**config.mk**
```make
export PLATFORM = sky130hd
export DESIGN_NAME = barrier_sense_ctrl
export DESIGN_NICKNAME = d
export VERILOG_FILES = /design/src/rtl/barrier_pkg.sv /design/src/rtl/barrier_popcount.sv /design/src/rtl/barrier_slot.sv /design/src/rtl/barrier_episode.sv /design/src/rtl/barrier_sense_ctrl.sv
export SDC_FILE = /design/constraint.sdc
export NUM_CORES = 1
export LEC_CHECK = 0
export CAP_MARGIN = 20
export CORE_ASPECT_RATIO = 0.8
export CORE_MARGIN = 2
export CORE_UTILIZATION = 39
export CTS_CLUSTER_SIZE = 10
export DETAILED_ROUTE_END_ITERATION = 12
export GPL_TIMING_DRIVEN = 0
export PLACE_DENSITY = 0.73
export SLEW_MARGIN = 20
export SYNTH_ARGS = -nofsm -noshare
export SYNTH_HDL_FRONTEND = slang
export SYNTH_SLANG_ARGS = --single-unit
export TNS_END_PERCENT = 20
```
**constraint.sdc**
```tcl
create_clock -name clk -period 4.3 [get_ports clk]
set_input_delay 0.43 -clock clk [delete_from_list [all_inputs] [get_ports clk]]
set_output_delay 0.43 -clock clk [all_outputs]
set_load 0.02 [all_outputs]
```
**src/rtl/barrier_pkg.sv**
```systemverilog
package barrier_pkg;
  // width of a counter that must hold 0..n inclusive
  function automatic int unsigned count_width(input int unsigned n);
    return (n < 1) ? 1 : $clog2(n + 1);
  endfunction
endpackage

```
**src/rtl/barrier_popcount.sv**
```systemverilog
module barrier_popcount #(
  parameter int unsigned WIDTH = 4,
  parameter int unsigned CW    = 3
) (
  input  logic [WIDTH-1:0] bits_i,
  output logic [CW-1:0]    ones_o
);
  always_comb begin
    ones_o = '0;
    for (int unsigned b = 0; b < WIDTH; b++) begin
      ones_o = ones_o + CW'(bits_i[b]);
    end
  end
endmodule

```
**src/rtl/barrier_slot.sv**
```systemverilog
module barrier_slot (
  input  logic clk,
  input  logic rst_n,
  input  logic arrive_i,
  input  logic gsense_i,
  output logic release_o,
  output logic accept_o,
  output logic dup_o
);
  logic waiting_q;
  logic psense_q;

  assign release_o = waiting_q & (psense_q == gsense_i);
  assign accept_o  = arrive_i & (~waiting_q | release_o);
  assign dup_o     = arrive_i & waiting_q & ~release_o;

  always_ff @(posedge clk) begin
    if (!rst_n) begin
      waiting_q <= 1'b0;
      psense_q  <= 1'b0;
    end else if (accept_o) begin
      waiting_q <= 1'b1;
      psense_q  <= ~psense_q;
    end else if (release_o) begin
      waiting_q <= 1'b0;
    end
  end


  psense_on_arrive_chk: assert property (@(posedge clk) disable iff (!rst_n)
    (psense_q != $past(psense_q)) |-> $past(arrive_i));
endmodule

```
**src/rtl/barrier_episode.sv**
```systemverilog
module barrier_episode #(
  parameter int unsigned NUM_PART = 4,
  parameter int unsigned CW       = 3
) (
  input  logic          clk,
  input  logic          rst_n,
  input  logic [CW-1:0] joined_i,
  output logic [CW-1:0] count_o,
  output logic          gsense_o
);
  localparam logic [CW-1:0] FULL = CW'(NUM_PART);

  logic [CW-1:0] count_q;
  logic          gsense_q;
  logic [CW:0]   total;
  logic          complete;

  // pre-update count plus this cycle's joiners decides completion
  assign total    = {1'b0, count_q} + {1'b0, joined_i};
  assign complete = (total == {1'b0, FULL});

  always_ff @(posedge clk) begin
    if (!rst_n) begin
      count_q  <= '0;
      gsense_q <= 1'b0;
    end else if (complete) begin
      count_q  <= '0;
      gsense_q <= ~gsense_q;
    end else begin
      count_q  <= total[CW-1:0];
    end
  end

  assign count_o  = count_q;
  assign gsense_o = gsense_q;


  cnt_bound_chk: assert property (@(posedge clk) disable iff (!rst_n)
    count_q < FULL);

  flag_flip_at_zero_chk: assert property (@(posedge clk) disable iff (!rst_n)
    (gsense_q != $past(gsense_q)) |-> (count_q == '0));
endmodule

```
**src/rtl/barrier_sense_ctrl.sv**
```systemverilog
module barrier_sense_ctrl #(
  parameter int unsigned NUM_PART = 4
) (
  input  logic                clk,
  input  logic                rst_n,
  input  logic [NUM_PART-1:0] arrive_i,
  output logic [NUM_PART-1:0] release_o,
  output logic                sense_o,
  output logic                err_o
);
  localparam int unsigned CW = barrier_pkg::count_width(NUM_PART);

  logic [NUM_PART-1:0] accept;
  logic [NUM_PART-1:0] dup;
  logic [CW-1:0]       joined;
  logic [CW-1:0]       count;
  logic                gsense;
  logic                err_q;

  for (genvar g = 0; g < NUM_PART; g++) begin : g_slot
    barrier_slot u_slot (
      .clk       (clk),
      .rst_n     (rst_n),
      .arrive_i  (arrive_i[g]),
      .gsense_i  (gsense),
      .release_o (release_o[g]),
      .accept_o  (accept[g]),
      .dup_o     (dup[g])
    );
  end

  barrier_popcount #(.WIDTH(NUM_PART), .CW(CW)) u_pop (
    .bits_i (accept),
    .ones_o (joined)
  );

  barrier_episode #(.NUM_PART(NUM_PART), .CW(CW)) u_ep (
    .clk      (clk),
    .rst_n    (rst_n),
    .joined_i (joined),
    .count_o  (count),
    .gsense_o (gsense)
  );

  always_ff @(posedge clk) begin
    if (!rst_n) err_q <= 1'b0;
    else        err_q <= |dup;
  end

  assign sense_o = gsense;
  assign err_o   = err_q;


  release_cnt_zero_chk: assert property (@(posedge clk) disable iff (!rst_n)
    (|release_o) |-> (count == '0));

  err_after_arrive_chk: assert property (@(posedge clk) disable iff (!rst_n)
    err_o |-> $past(|arrive_i));
endmodule

```
# Yosys cells after proc, flatten, opt, wreduce, memory -nomap -nowiden
# Cells that the tools add are included.
[totals]
memories = 0
rom_bits = 0
ff_bits = 13
ramBits = 0
latch_bits = 0
wordCells = 68
[classes]
shift = 0
mul = 0
div = 0
n_eq_ne = 5
add_sub_neg = 4
n_reduce_logical = 6
bitwise = 34
n_lt_le_gt_ge = 0
n_mux = 8
[op_table]
columns = ["cell", "count"]
rows = [
  ["1-bit AND", 16],
  ["1-bit inverter", 14],
  ["1-bit two-way mux", 8],
  ["2-bit nonzero test", 4],
  ["3-bit by 1-bit adder with 3-bit output", 2],
  ["3-bit by 3-bit adder with 4-bit output", 1],
  ["1-bit == test", 4],
  ["4-bit by 3-bit == test with 1-bit output (second input constant)", 1],
  ["1-bit bitwise OR", 4],
  ["4-bit OR reduction", 1],
  ["1-bit by 1-bit adder with 2-bit output", 1],
  ["2-bit OR reduction", 1],
]

# Depth between registers and ports, before layout
[depth]
ltp_word = 10
ltp_mapped = 12

# Cells and area by module
# A second synthesis with hierarchy kept.
[unflattened]
hier_cells = 85
area_unflattened_um2 = 803.3
[modules_own_cells]
columns = ["mod", "seq_area_each_um2", "n_inst", "cells_each", "area_each_um2"]
rows = [
  ["barrier_slot", 40.0, 4, 13, 121.4],
  ["barrier_episode", 80.1, 1, 23, 222.7],
  ["barrier_popcount", 0.0, 1, 8, 63.8],
  ["barrier_sense_ctrl", 20.0, 1, 2, 31.3],
]

# Worst setup path before layout
# OpenSTA, ideal clock, no wires.
[synth_path]
kind = "reg2reg"
startpoint = "reg u_ep.gsense_q (netlist: u_ep.gsense_o)"
endpoint = "reg u_ep.gsense_q (netlist: u_ep.gsense_o)"
path_slack_ps = 1143
arrival_time_ps = 3086
path_stages_with_launch = 13
period_less_slack_ps = 3157
path_buffers = 1
required_ps = 4228
cell_sequence = "dfxtp_1 > buf_6 > xor2_2 > a21boi_2 > ha_1 > inv_1 > fa_1 > inv_1 > ha_1 > fa_1 > or3_1 > a211oi_2 > mux2i_1"
[synth_between]
elab_chain_cells = 9
elab_cells_between_ends = 22
cone_classes = "add/sub (4); eq/ne (5); bitwise (13)"
[synth_rtl]
columns = ["element", "line", "text"]
rows = [
  ["start, declared", "barrier_episode.sv:14", "logic gsense_q;"],
  ["start signal, assigned", "barrier_episode.sv:28", "gsense_q <= ~gsense_q;"],
  ["1-bit == test", "barrier_slot.sv:13", "assign release_o = waiting_q & (psense_q == gsense_i);"],
  ["1-bit AND", "barrier_slot.sv:13", ""],
  ["1-bit bitwise OR", "barrier_slot.sv:14", "assign accept_o = arrive_i & (~waiting_q | release_o);"],
  ["1-bit AND", "barrier_slot.sv:14", ""],
  ["via g_slot[1].u_slot.accept_o", "barrier_slot.sv:7", "output logic accept_o,"],
  ["1-bit by 1-bit adder with 2-bit output", "barrier_popcount.sv:11", "ones_o = ones_o + CW'(bits_i[b]);"],
  ["3-bit by 1-bit adder with 3-bit output (2 in series)", "barrier_popcount.sv:11", ""],
  ["3-bit by 3-bit adder with 4-bit output", "barrier_episode.sv:19", "assign total = {1'b0, count_q} + {1'b0, joined_i};"],
  ["via u_ep.total[1]", "barrier_episode.sv:15", "logic [CW:0] total;"],
  ["4-bit by 3-bit == test with 1-bit output", "barrier_episode.sv:20", "assign complete = (total == {1'b0, FULL});"],
]
# The timed path passes the listed nets, and every way through them passes these cells.
# A chain may end at the register's enable or synchronous reset.

# Worst setup path in the final report
# Same ends and word-level chain as after synthesis.

==> out/results.ini <==
[run_status]
outcome = complete, no violations

[synthesis]
synth_warnings = 0
synth.most_common_cell = dfxtp_1
synthXorXnorAreaFrac_pct = 9.22
yosysTopAreaCell = dfxtp_1
ys_ff_latch = 13
netlist_area_um2 = 801
syn_nets = 97
yosys.area.top_type_share_pct = 32.5
synthAdderAreaFrac_pct = 12.8
seq_area_frac_synth_pct = 32.5
synth_edf_count = 0
synthCells = 84
avgSynthCellArea_um2 = 9.53
synthSimpleGateAreaFrac_pct = 15.5
synth-async-reset-ratio_pct = 0
synth_area_leaders = dfxtp_1, xor2_2, ha_1, mux2i_1, a21boi_2
synth_compound_area_share_pct = 13.3
synthFlopType = dfxtp_1
synthMuxAreaShare_pct = 6.25
synthTopCellsByCount = dfxtp_1, inv_1, nor2_1
synth_top_family_by_area = simple AND/OR/NAND/NOR gates
ys_types = 22

[critical_path]
crit_required_ns = 4.51
cp.buffers_inverters = 3
path_delay_family = adder cells
cp_slowest_cell = fa_1
path_cells = buf_6, xor2_2, a21boi_2, ha_1, inv_1, fa_1, inv_1, ha_1, fa_1, or3_1, a211oi_2, mux2i_1
critPathCaptureType = flop
crit_type = flop to flop
path_max_fanout = 6
cp.arrival_ns = 3.41
max_stage_delay_ns = 0.47
critPathLaunchType = flop

[final_layout]
final_util_pct = 50.7
final_area_um2 = 967
fillers = 179
area_growth_pct = 20.8
drive_above_1_share_pct = 19.2
diodes = 0
fin_nets = 113

[drt]
postRouteAntennaNets = 0
wire_per_inst_um = 10.8
remaining_drc_errors = 0
wl_um = 1330
drt_iter0_drc = 3
vias_per_cell = 4.63
dr_total_vias = 569
first_pass_iters = 3

[timing]
final.setup.tns_ns = 0
hold_violations = 0
rsz0062_at_grt = no
fmax_ghz = 0.313
worst_slew_pin_slew_ns = 0.241
post-route-min-period_ns = 3.20
drv_slew = 0
fin_worst_skew_ns = 0.00867
finalCritPeriodShare_pct = 74.3
fin_ws_ns = 1.10
relSlewSlack_pct = 83.9
setup_viol = 0

[floorplanning]
die_area_mm2 = 0.00243
ios = 12
start_util_pct = 41.9
coreArea_mm2 = 0.00191
dieHeight_um = 44.5
fp.dieW_um = 54.7
rows = 14

[cts]
cts_buffer_depth = 2
cts.htree.levels = 1
cts_made_buffers = 3
clock_latency_ns = 0.28
cts-resized-gates = 0
ctsHoldBuffers = 0
post-cts-setup-buffers = 0
cts_tree = built
clk_pin_slew_ns = 0.07
cts_root_buffer = clkbuf_4
clock-sinks = 13

[pwr]
clock_power_share_pct = 14.5
netSwitchingFraction_pct = 39.0
internal_power_uw = 324
vdd_drop_max_mv = 0.275
power-per-cell-area_mw_per_mm2 = 548
pwr-share-seq_pct = 32.0
power.leakage_nw = 0.438
pwr-share-comb_pct = 53.5
p_sw_uw = 207
p_total_uw = 530

[placed_design]
hpwl_um = 1080
dp_slack_ns = 0.861
port_buffers = 11
placed_cell_area_um2 = 941
gp_congestion = 0.692

[grt]
grt_max_degree = 11
grt_pass1_vias = 523
antenna_found_initial = 0
grt_first_pass_wirelength_um = 2160
overflow = 0
grt_usage_pct = 13.5

[job]
drv_cap = 0

[min_path]
min_path_type = flop to flop

-- registers in the layout, indices dropped and copies added (netlist names) --
register	cells
err_o	1
g_slot.u_slot.psense_q	4
g_slot.u_slot.waiting_q	4
u_ep.count_o	3
u_ep.gsense_o	1
-- final cells by class --
| cell class | count | area, um^2 | share of cell area [%] |
|---|---|---|---|
| buffer | 6 | 46.3 | 4.79 |
| timing repair buffer | 11 | 110 | 11.4 |
| multi-input combinational | 55 | 457 | 47.2 |
| tap | 24 | 30.0 | 3.10 |
| inverter | 10 | 37.5 | 3.88 |
| clock buffer | 4 | 26.3 | 2.72 |
| sequential | 13 | 260 | 26.9 |
-- cells by family (layout without fill, tap and decap cells) --
| kind of cell | Yosys count | count (layout) |
|---|---|---|
| buffers and inverters | 16 | 31 |
| AOI/OAI and AO/OA | 12 | 12 |
| and+or+nand+nor | 26 | 26 |
| xor gates and xnor gates | 5 | 5 |
| adders and majority gates | 7 | 7 |
| muxes | 5 | 5 |
| DFF | 13 | 13 |
-- power groups by stage --
stage	combinational (mW)	sequential, mW	clock (mW)
after global placement	0.276	0.171	0
after detailed placement	0.287	0.173	0
after floorplan	0.215	0.177	0
final	0.284	0.170	0.0769
after global routing	0.315	0.174	0.0860
after CTS	0.287	0.170	0.0801
-- per-stage QoR --
stage	hold slack, ns	instances
finish	0.504	123
global placement	0.484	119
global route	0.533	123
floorplan	0.475	84
detailed placement	0.500	119
CTS	0.511	123
-- cell usage in the layout (no fill, tap or decap), types with 2 or more instances in the layout --
cell type / n
dfxtp_1: 13
a21boi_2: 4
clkbuf_4: 3
nand2b_1: 5
buf_4: 4
xor2_2: 4
a21oi_1: 5
ha_1: 5
inv_1: 10
mux2i_1: 5
nor2_1: 8
fa_1: 2
and2_1: 2
nand2_1: 5
clkdlybuf4s50_1: 11
nand3_1: 4
-- path summary, 6_finish.rpt --
path / to / cells past startpoint / slack (ns) / start
max: u_ep.gsense_o$_SDFFE_PN0N_ / 12 / 1.10 / u_ep.gsense_o$_SDFFE_PN0N_
min: g_slot[2].u_slot.psense_q$_SDFFE_PN0P_ / 2 / 0.50 / g_slot[2].u_slot.psense_q$_SDFFE_PN0P_
max reg2reg: u_ep.gsense_o$_SDFFE_PN0N_ / 12 / 1.10 / u_ep.gsense_o$_SDFFE_PN0N_
min reg2reg: g_slot[2].u_slot.psense_q$_SDFFE_PN0P_ / 2 / 0.50 / g_slot[2].u_slot.psense_q$_SDFFE_PN0P_
-- worst reg2reg max path: stages (launching register included) --
cell and delay (ns):
dfxtp_1 0.35, buf_6 0.16, xor2_2 0.22, a21boi_2 0.11, ha_1 0.28, inv_1 0.04
fa_1 0.47, inv_1 0.04, ha_1 0.20, fa_1 0.44, or3_1 0.42, a211oi_2 0.20
mux2i_1 0.19
-- routing by layer --
metal / share of wire (%) / global-route usage [%] / vias up
met5: 0 / 0 / -
met4: 3.0 / 10.5 / 0
met3: 4.5 / 5.07 / 5
met2: 45 / 19.5 / 10
met1: 47 / 16.0 / 259
li1: - / - / 295
(Power assumes the default switching activity.)
